`config.mk`:
```
export PLATFORM = sky130hd
export DESIGN_NAME = pit_counter
export DESIGN_NICKNAME = d
export VERILOG_FILES = /design/src/rtl/pit_counter.sv
export SDC_FILE = /design/constraint.sdc
export NUM_CORES = 1
export LEC_CHECK = 0
export BUFFER_PORTS_ARGS = -buffer_cell sky130_fd_sc_hd__buf_2
export CAP_MARGIN = 25
export CORE_UTILIZATION = 26
export DETAILED_ROUTE_END_ITERATION = 12
export GPL_TIMING_DRIVEN = 0
export PLACE_DENSITY = 0.37
export SYNTH_ARGS = -nofsm -noshare
export SYNTH_HDL_FRONTEND = slang
export SYNTH_SLANG_ARGS = --single-unit
```
`constraint.sdc`:
```
create_clock -name clk -period 4.1 [get_ports clk]
set_clock_uncertainty 0.1 [all_clocks]
set_input_delay 1.23 -clock clk [delete_from_list [all_inputs] [get_ports clk]]
set_output_delay 1.23 -clock clk [all_outputs]
set_load 0.05 [all_outputs]
```
`src/rtl/pit_counter.sv`:
```
module pit_counter #(
  parameter int CW = 16,
  parameter int DW = 32,
  parameter int AW = 4,
  parameter int PW = 4,
  parameter int NM = 3
) (
  input  logic          clk,
  input  logic          rst_n,
  input  logic          bus_sel,
  input  logic          bus_wr,
  input  logic [AW-1:0] bus_addr,
  input  logic [DW-1:0] bus_wdata,
  output logic [DW-1:0] bus_rdata,
  output logic          bus_ready,
  output logic          irq_o,
  output logic          wave_o
);
  localparam int NI    = NM + 2;
  localparam int PRW   = (1 << PW) + 1;
  localparam int A_CLK = 0;
  localparam int A_CTL = 1;
  localparam int A_CNT = 2;
  localparam int A_IVL = 3;
  localparam int A_M0  = 4;
  localparam int A_STS = A_M0 + NM;
  localparam int A_IEN = A_STS + 1;

  logic [PW:0]            clk_q;
  logic [6:0]             ctl_q;
  logic [CW-1:0]          cnt_q, ivl_q, nxt;
  logic [NM-1:0][CW-1:0]  mat_q;
  logic [NI-1:0]          sts_q, ien_q, sts_set;
  logic [NM-1:0]          mhit;
  logic [PRW-1:0]         pre_q, pre_lim;
  logic                   wave_q, wrap_i, ovf, tick, tk;
  logic [DW-1:0]          rd_mux;

  wire wr     = bus_sel & bus_wr & bus_ready;
  wire wr_ctl = wr && bus_addr == AW'(A_CTL);
  wire wr_sts = wr && bus_addr == AW'(A_STS);
  wire rw     = wr_ctl & bus_wdata[4];
  wire run    = ~ctl_q[0];

  assign pre_lim = (PRW'(2) << clk_q[PW:1]) - PRW'(1);
  assign tick    = run & (~clk_q[0] | (pre_q == pre_lim));
  assign tk      = tick & ~rw;

  always_comb begin
    nxt = cnt_q; wrap_i = 1'b0; ovf = 1'b0;
    if (!ctl_q[2]) begin
      if (ctl_q[1] && cnt_q == ivl_q) begin nxt = '0; wrap_i = 1'b1; end
      else if (cnt_q == '1)           begin nxt = '0; ovf = 1'b1; end
      else                            nxt = cnt_q + 1'b1;
    end else begin
      if (ctl_q[1] && cnt_q == '0)    begin nxt = ivl_q; wrap_i = 1'b1; end
      else if (cnt_q == '0)           begin nxt = '1; ovf = 1'b1; end
      else                            nxt = cnt_q - 1'b1;
    end
  end

  for (genvar i = 0; i < NM; i++) begin : g_cmp
    assign mhit[i] = tk & ctl_q[3] & (nxt == mat_q[i]);
  end

  assign sts_set = {ovf & tk, mhit, wrap_i & tk};
  assign irq_o   = |(sts_q & ien_q);
  assign wave_o  = ~ctl_q[5] & (wave_q ^ ctl_q[6]);

  always_comb begin
    rd_mux = '0;
    if (bus_addr == AW'(A_CLK)) rd_mux[PW:0] = clk_q;
    if (bus_addr == AW'(A_CTL)) rd_mux[6:0]  = ctl_q;
    if (bus_addr == AW'(A_CNT)) rd_mux[CW-1:0] = cnt_q;
    if (bus_addr == AW'(A_IVL)) rd_mux[CW-1:0] = ivl_q;
    for (int i = 0; i < NM; i++)
      if (bus_addr == AW'(A_M0 + i)) rd_mux[CW-1:0] = mat_q[i];
    if (bus_addr == AW'(A_STS)) rd_mux[NI-1:0] = sts_q;
    if (bus_addr == AW'(A_IEN)) rd_mux[NI-1:0] = ien_q;
  end

  always_ff @(posedge clk or negedge rst_n) begin
    if (!rst_n) begin
      bus_ready <= 1'b0;
      bus_rdata <= '0;
    end else begin
      bus_ready <= bus_sel & ~bus_ready;
      if (bus_sel && !bus_ready && !bus_wr) bus_rdata <= rd_mux;
    end
  end

  always_ff @(posedge clk or negedge rst_n) begin
    if (!rst_n) begin
      clk_q <= '0;
      ctl_q <= 7'h21;
      ivl_q <= '0;
      mat_q <= '0;
      ien_q <= '0;
    end else begin
      if (wr_ctl) ctl_q <= bus_wdata[6:0];
      else        ctl_q[4] <= 1'b0;
      if (wr && bus_addr == AW'(A_CLK)) clk_q <= bus_wdata[PW:0];
      if (wr && bus_addr == AW'(A_IVL)) ivl_q <= bus_wdata[CW-1:0];
      if (wr && bus_addr == AW'(A_IEN)) ien_q <= bus_wdata[NI-1:0];
      for (int i = 0; i < NM; i++)
        if (wr && bus_addr == AW'(A_M0 + i)) mat_q[i] <= bus_wdata[CW-1:0];
    end
  end

  always_ff @(posedge clk or negedge rst_n) begin
    if (!rst_n) begin
      cnt_q  <= '0;
      pre_q  <= '0;
      sts_q  <= '0;
      wave_q <= 1'b0;
    end else begin
      if (rw)        cnt_q <= bus_wdata[2] ? ivl_q : '0;
      else if (tick) cnt_q <= nxt;
      if (!run || !clk_q[0] || rw || pre_q == pre_lim) pre_q <= '0;
      else                                            pre_q <= pre_q + 1'b1;
      sts_q <= (sts_q & ~(wr_sts ? bus_wdata[NI-1:0] : '0)) | sts_set;
      if (mhit[0]) wave_q <= ~wave_q;
    end
  end

  AST_READY_ONE_CYCLE: assert property (@(posedge clk) disable iff (!rst_n)
    bus_ready |=> !bus_ready);
  AST_STOPPED_HOLDS: assert property (@(posedge clk) disable iff (!rst_n)
    (ctl_q[0] && !wr_ctl) |=> $stable(cnt_q));
  AST_RESET_BIT_CLEARS: assert property (@(posedge clk) disable iff (!rst_n)
    (ctl_q[4] && !wr_ctl) |=> !ctl_q[4]);
  AST_INTERVAL_BOUND: assert property (@(posedge clk) disable iff (!rst_n)
    (ctl_q[1] && cnt_q <= ivl_q && !wr) |=> cnt_q <= ivl_q);
  AST_STATUS_STICKY: assert property (@(posedge clk) disable iff (!rst_n)
    !wr_sts |=> ((sts_q & $past(sts_q)) == $past(sts_q)));
endmodule

```
* Yosys cells after proc, flatten, opt, wreduce, memory -nomap -nowiden
Index checks and enable logic that the tools add are counted.
** Storage, ports and cells
- Flip-flop bits (word level) :: 137
- Output and inout port bits :: 35
- Bits of input ports :: 40
- Memories :: 0
- Memory bits (writable) :: 0
- Word-level logic and storage cells :: 108
- ROM bits :: 0
- Bits in latches :: 0
** Operators by class
- Reduce and logical (&&, ||, !) cells :: 22
- Add/subtract/negate cells :: 4
- Multiplexer cells :: 28
- Shift-type cells :: 1
- Multiply operators :: 0
- Bitwise operators :: 25
- Eq/ne operators :: 14
- $lt $le $gt $ge :: 0
- Divide/modulo/power cells :: 0
** Operators with widths (number)
- 16-bit two-way mux :: 13
- 16-bit == test :: 4
- 5-bit two-way mux :: 4
- 17-bit by 1-bit adder with 17-bit output, second input constant :: 1
- 17-bit == test :: 1
- 17-bit two-way mux :: 1
- 2-bit by 4-bit left shift with 17-bit output, first input constant :: 1
- 17-bit by 2-bit subtractor with 17-bit output, second input constant :: 1
- 16-bit by 1-bit adder with 16-bit output, second input constant :: 1
- 16-bit == test, second input constant :: 1
- 4-bit by 3-bit == test with 1-bit output, second input constant :: 4
- 16-bit logical NOT :: 1
- 16-bit by 1-bit subtractor with 16-bit output, second input constant :: 1
- 1-bit bitwise AND :: 13
- 1-bit logical AND :: 12
- 5-bit bitwise AND :: 2
- 1-bit two-way mux :: 9
- 4-bit by 2-bit == test with 1-bit output, second input constant :: 2
- 7-bit two-way mux :: 1
- 1-bit NOT :: 6
- 5-bit NOT :: 1
- 5-bit bitwise OR :: 1
- 5-bit OR reduction :: 1
- 4-bit by 1-bit == test with 1-bit output, second input constant :: 1
- other kinds (7) :: 11

* Depth between registers and ports, before layout
- Word-level depth :: 10
- Mapped depth :: 15
- Depth with buffers taken out :: 12

* Worst setup path after synthesis
No wires, ideal clock.
- Path kind :: reg-to-reg
- Start point :: register clk_q[3]
- End point :: register wave_q
- Setup slack :: 435 ps
- Stages on the path, launching flop included :: 15
- Arrival :: 3442 ps
- Required time :: 3877 ps
- Setup time :: 123 ps
- Period minus slack after synthesis :: 3665 ps
- Buffers on the path :: 2
- Cell sequence :: dfrtp_1 -> clkbuf_1 -> nor2_1 -> nand3_1 -> ha_1 -> clkbuf_1 -> or3b_2 -> and2_1 -> o221ai_1 -> o311ai_0 -> o41a_1 -> a2111oi_0 -> and4_1 -> nand4_1 -> xnor2_1
** Between the ends
- Longest elaborated chain between the ends :: 8
** RTL lines
- start, declared :: RTL line 29 : logic [PW:0] clk_q;
- start signal, assigned :: RTL line 102 : if (wr && bus_addr == AW'(A_CLK)) clk_q <= bus_wdata[PW:0];
- 2-bit by 4-bit left shift with 17-bit output :: RTL line 45 : assign pre_lim = (PRW'(2) << clk_q[PW:1]) - PRW'(1);
- 17-bit by 2-bit subtractor with 17-bit output :: RTL line 45
- 17-bit == test :: RTL line 46 : assign tick = run & (~clk_q[0] | (pre_q == pre_lim));
- 1-bit bitwise OR :: RTL line 46
- 1-bit bitwise AND :: RTL line 46
- 1-bit bitwise AND :: RTL line 47 : assign tk = tick & ~rw;
- 1-bit bitwise AND (2 in series) :: RTL line 63 : assign mhit[i] = tk & ctl_q[3] & (nxt == mat_q[i]);
- end signal, assigned :: RTL line 122 : if (mhit[0]) wave_q <= ~wave_q;
- end, declared :: RTL line 36 : logic wave_q, wrap_i, ovf, tick, tk;
No other way between the ends.
A chain may end at the register's enable or synchronous reset.

* Final worst setup path
- Start point :: register cnt_q[8]
- End point :: register sts_q[3]
** Between the ends
- Longest elaborated chain between the ends :: 7
- Elaborated cells between the ends (all ways) :: 15
** RTL lines
- start, declared :: RTL line 31 : logic [CW-1:0] cnt_q, ivl_q, nxt;
- start signal, assigned :: RTL line 117 : if (rw) cnt_q <= bus_wdata[2] ? ivl_q : '0;
- start signal, assigned :: RTL line 118 : else if (tick) cnt_q <= nxt;
- 16-bit by 1-bit adder with 16-bit output, or another cell as far along :: RTL line 54 : else nxt = cnt_q + 1'b1;
- 16-bit two-way mux, or another cell as far along :: RTL line 53 : else if (cnt_q == '1) begin nxt = '0; ovf = 1'b1; end
- 16-bit two-way mux (on tied branches) :: RTL line 52, 56
- 16-bit two-way mux * :: RTL line 51 : if (!ctl_q[2]) begin
- 16-bit == test * :: RTL line 63
- 1-bit bitwise AND * :: RTL line 63
- 5-bit bitwise OR * :: RTL line 121 : sts_q <= (sts_q & ~(wr_sts ? bus_wdata[NI-1:0] : '0)) | sts_set;
- end signal, assigned :: RTL line 121
- end, declared :: RTL line 33 : logic [NI-1:0] sts_q, ien_q, sts_set;
Every way passes the cells marked *; elsewhere a longest branch is shown, timed or not.

==> results_tabular.tex <==
\begin{tabular}{lr}
\hline
Metric & Value \\
\hline
\multicolumn{2}{l}{\textbf{Run status}} \\
\quad Outcome & completed \\
\multicolumn{2}{l}{\textbf{Floorplan}} \\
\quad IO Count & 75 \\
\quad Die span in x & 185.2 um \\
\quad Height of the die & 185.2 um \\
\quad Area of the core region & 32780 um2 \\
\quad Initial core utilization & 0.2662 \\
\quad Core Rows & 66 \\
\quad Full die area & 34300 um2 \\
\multicolumn{2}{l}{\textbf{Routing}} \\
\quad Routed vias & 7612 \\
\quad Vias per inst & 5.239 \\
\quad Routed wl met3 & 1512 um \\
\quad Total routed wirelength & 34050 um \\
\quad Highest signal layer in the routed design & met4 \\
\quad DRC viols & 0 \\
\quad Remaining number of nets flagged by the antenna check after routing & 0 \\
\quad Detailed-route wire length on metal 1 & 16410 um \\
\quad Met2 layer wire length in the routed design & 15580 um \\
\quad Number of iterations in the first detailed-routing pass & 10 \\
\quad Routed WL per cell & 23.43 um \\
\quad Iteration-0 DRC Markers & 663 \\
\multicolumn{2}{l}{\textbf{Critical path}} \\
\quad Data arrival time of the critical path & 4.23 ns \\
\quad Critical path required time & 4.33 ns \\
\quad Launch instance of the worst register-to-register path & cnt\_q[8] \\
\quad Terminus of the critical flop-to-flop path & sts\_q[3] \\
\quad Worst setup EP type & flip-flop \\
\quad Internal reg-to-reg setup slack & 0.10 ns \\
\quad Critical Path, Cell by Cell & clkbuf\_1 > or4\_4 > nor4\_2 > a2111oi\_0 > a311oi\_1 > nand2\_1 > xnor2\_1 > nor4\_1 > nand3\_1 > o41ai\_2 \\
\quad Largest stage delay, worst path & 0.64 ns \\
\quad Max stage delay cell, worst path & sky130\_fd\_sc\_hd\_\_or4\_4 \\
\quad Critical Setup Path Class & reg -> reg \\
\quad Register-to-Register Path Depth & 10 \\
\quad Startpoint class of the critical path & flip-flop \\
\quad Critical path fanouts, max & 8 \\
\multicolumn{2}{l}{\textbf{Synthesis}} \\
\quad Leading area contributor after synthesis & sky130\_fd\_sc\_hd\_\_dfrtp\_1 \\
\quad Adder and majority gate portion of the synthesized area & 0.007168 \\
\quad Flops \& latches, synth & 137 \\
\quad Post-synth cell types & 72 \\
\quad Compound-Gate Fraction of Synth Area & 0.1639 \\
\quad Yosys warns & 0 \\
\quad Combinational family with the most area after synthesis & simple AND/OR/NAND/NOR gates \\
\quad Synth area leaders & sky130\_fd\_sc\_hd\_\_dfrtp\_1, sky130\_fd\_sc\_hd\_\_mux2\_2, sky130\_fd\_sc\_hd\_\_xnor2\_1, sky130\_fd\_sc\_hd\_\_xor2\_1, sky130\_fd\_sc\_hd\_\_nor2\_1 \\
\quad Share of synthesized area spent on multiplexers & 0.1130 \\
\quad Post-synth EDFFs & 0 \\
\quad Share of the synthesized area in the top cell type & 0.3871 \\
\quad Async set or reset register ratio after synthesis & 1.000 \\
\quad Gate count of the mapped netlist & 911 \\
\quad Fraction of the yosys area taken by sequential cells & 0.3931 \\
\quad Synth Flop Type & sky130\_fd\_sc\_hd\_\_dfrtp\_1 \\
\quad Post-Synthesis Cell Area & 8727 um2 \\
\quad XOR/XNOR Fraction of Synth Area & 0.09835 \\
\quad Simple-gate area share of the yosys netlist & 0.1656 \\
\quad Syn Area/Cell & 9.580 um2 \\
\multicolumn{2}{l}{\textbf{Global route}} \\
\quad Initial antenna violation count & 0 \\
\quad Number of global-route vias before repair & 7632 \\
\quad Remaining global-route overflow & 0 \\
\quad First-pass GRT wire length & 50890 um \\
\quad Pin count of the biggest net entering global routing & 73 \\
\quad Global-route usage over all layers & 0.2063 \\
\multicolumn{2}{l}{\textbf{STA}} \\
\quad Min Tclk post-route & 3.995 ns \\
\quad Number of failing setup endpoints in the final timing report & 0 \\
\quad Slew at the pin closest to its max-slew limit & 0.9476 ns \\
\quad Final-layout worst hold slack & 0.3555 ns \\
\quad Achievable Freq & 250.3 MHz \\
\quad Max-Slew Margin vs Limit & 0.3630 \\
\quad Final hold violation count & 0 \\
\quad Final cycle utilization of the critical path & 0.9745 \\
\quad Min setup slack post-route & 0.1045 ns \\
\quad Final-report max-slew violation count & 0 \\
\multicolumn{2}{l}{\textbf{Placement}} \\
\quad Place WS & -1.006 ns \\
\quad Port bufs & 40 \\
\quad Global placer's final weighted congestion & 0.8755 \\
\quad Placed cell count & 1414 \\
\quad Post-DP Area & 9630 um2 \\
\quad Estimated wirelength of the detail-placed design & 25260 um \\
\multicolumn{2}{l}{\textbf{Clock network}} \\
\quad Hold-fix buffers at CTS & 0 \\
\quad Clock tree from TritonCTS & done \\
\quad Total number of clock tree sinks & 137 \\
\quad Cts bufs inserted & 17 \\
\quad Worst-Skew Late Latency & 0.45 ns \\
\quad Worst-path clk slew & 0.06 ns \\
\quad Clock root buffer & sky130\_fd\_sc\_hd\_\_clkbuf\_16 \\
\quad Number of buffers on the longest clock path & 2 \\
\quad Depth of the CTS H-tree & 4 \\
\multicolumn{2}{l}{\textbf{Cells and area}} \\
\quad Diode insertion count for antenna repair & 0 \\
\quad Fill count & 3477 \\
\quad Final instance area & 10520 um2 \\
\quad Number of standard cells in the layout, taps in and fillers out & 1453 \\
\quad Layout-stage area growth over the synthesis result & 20.54\% \\
\quad Most common cell after layout, fill and taps aside & sky130\_fd\_sc\_hd\_\_dfrtp\_1 \\
\quad Most frequent cells in the layout & sky130\_fd\_sc\_hd\_\_dfrtp\_1, sky130\_fd\_sc\_hd\_\_mux2\_2, sky130\_fd\_sc\_hd\_\_nor2\_1 \\
\quad Share of layout cells above drive strength 1 & 0.2591 \\
\quad Net total in the final layout & 1043 \\
\multicolumn{2}{l}{\textbf{Power}} \\
\quad Portion of total power attributed to combinational logic & 0.424 \\
\quad Clk pwr share & 0.272 \\
\quad Cell area power density & 561.9 nW/um2 \\
\quad Worst VDD drop & 362.9 uV \\
\quad Sequential share of power & 0.304 \\
\quad Total leakage power & 0.004294 uW \\
\quad Cell internal pwr & 3396 uW \\
\quad Reported net switching power & 2515 uW \\
\quad Share of total power consumed by net switching & 0.4255 \\
\multicolumn{2}{l}{\textbf{Worst hold path}} \\
\quad Hold Crit Class & reg -> reg \\
\quad Worst hold path cell count & 1 \\
\quad End point of the worst hold path & bus\_ready \\
\quad Worst Hold Launch & bus\_ready \\
\multicolumn{2}{l}{\textbf{Flow run}} \\
\quad Maxcap violations & 0 \\
\hline
\end{tabular}
-- synthesized netlist by cell type, types with 13 or more instances --
cell type,n
sky130_fd_sc_hd__a31oi_1,19
sky130_fd_sc_hd__clkbuf_1,55
sky130_fd_sc_hd__dfrtp_1,135
sky130_fd_sc_hd__xor2_1,36
sky130_fd_sc_hd__a21oi_1,24
sky130_fd_sc_hd__nand4_1,15
sky130_fd_sc_hd__a222oi_1,13
sky130_fd_sc_hd__nor4_1,25
sky130_fd_sc_hd__nand3_1,24
sky130_fd_sc_hd__buf_4,17
sky130_fd_sc_hd__nor2_1,67
sky130_fd_sc_hd__o221ai_1,14
sky130_fd_sc_hd__a22oi_1,30
sky130_fd_sc_hd__nor3_1,24
sky130_fd_sc_hd__inv_1,32
sky130_fd_sc_hd__mux2_2,80
sky130_fd_sc_hd__xnor2_1,62
sky130_fd_sc_hd__o21ai_0,25
sky130_fd_sc_hd__nand2_1,53
-- metal layers --
metal / GRT usage / vias up
met3: 0.03873 / 41
li1: - / 3510
met5: 0 / -
met4: 0.05884 / 0
met1: 0.2895 / 3841
met2: 0.3202 / 220
-- registers in the layout, indices dropped and copies added, names as in the netlist --
name / cells
mat_q: 48
sts_q: 5
bus_rdata: 16
ivl_q: 16
wave_q: 1
bus_ready: 1
cnt_q: 16
ctl_q: 7
pre_q: 17
clk_q: 5
ien_q: 5
-- what timing repair did --
item,in CTS,in global routing
pin swaps,3,8
resized for setup,26,38
endpoints found under the setup margin,32,19
buffers inserted,6,8
cloned,0,0
-- how the worst max path moves through the flow --
stage           endpoint  slack, ns  cells past startpoint     start
6_report        sts_q[3]       0.10                     10  cnt_q[8]
5_1_grt         sts_q[3]     -0.006                     10  cnt_q[8]
4_1_cts         sts_q[2]     -0.003                     12  cnt_q[0]
3_5_place_dp   cnt_q[11]      -1.01                     13  clk_q[1]
3_3_place_gp      wave_q      -1.56                     10  cnt_q[6]
2_1_floorplan     wave_q       0.43                     14  clk_q[3]
-- layout make-up --
cell class / count / area [um2] / area share
timing repair buffer: 62 / 391.6 / 0.03723
clock buffer: 21 / 470.5 / 0.04472
sequential: 137 / 3440 / 0.3270
clock inverter: 11 / 120.1 / 0.01142
multi-input combinational: 677 / 5034 / 0.4785
tap: 442 / 553.0 / 0.05257
buffer: 71 / 391.6 / 0.03723
inverter: 32 / 120.1 / 0.01142
-- worst max-delay path, delay by kind of cell (launching register included) --
family | cells | cell delay, ns
flip-flops | 1 | 0.36
XOR/XNOR | 1 | 0.22
buffers and inverters | 1 | 0.23
AND/OR/NAND/NOR | 5 | 2.06
AO/OA/AOI/OAI | 3 | 0.93
-- logic make-up (layout without fill, tap and decap cells) --
group / Yosys count / count (layout)
simple gates: 277 / 277
compound gates: 195 / 195
flops: 137 / 137
buf+inv: 112 / 197
xor+xnor: 98 / 98
mux: 86 / 86
fa+ha+maj: 5 / 5
other cells: 1 / 16
-- power groups by stage --
| stage | Clock (uW) | Combinational (uW) | Sequential [uW] |
|---|---|---|---|
| after floorplan | 0 | 1550 | 1770 |
| after global routing | 1710 | 2700 | 1820 |
| final | 1610 | 2510 | 1800 |
| after CTS | 1660 | 2420 | 1760 |
| after detailed placement | 0 | 2400 | 1730 |
| after global placement | 0 | 2420 | 1730 |
-- per-stage QoR --
stage	utilization	TNS, ns	total power, uW
finish	0.3209	0	5911
detailed placement	0.2938	-20.15	4127
floorplan	-	0	3325
CTS	0.3154	-0.002610	5837
global route	0.3209	-0.006398	6235
global placement	0.2909	-126.01	4146
(Power assumes the default switching activity.)
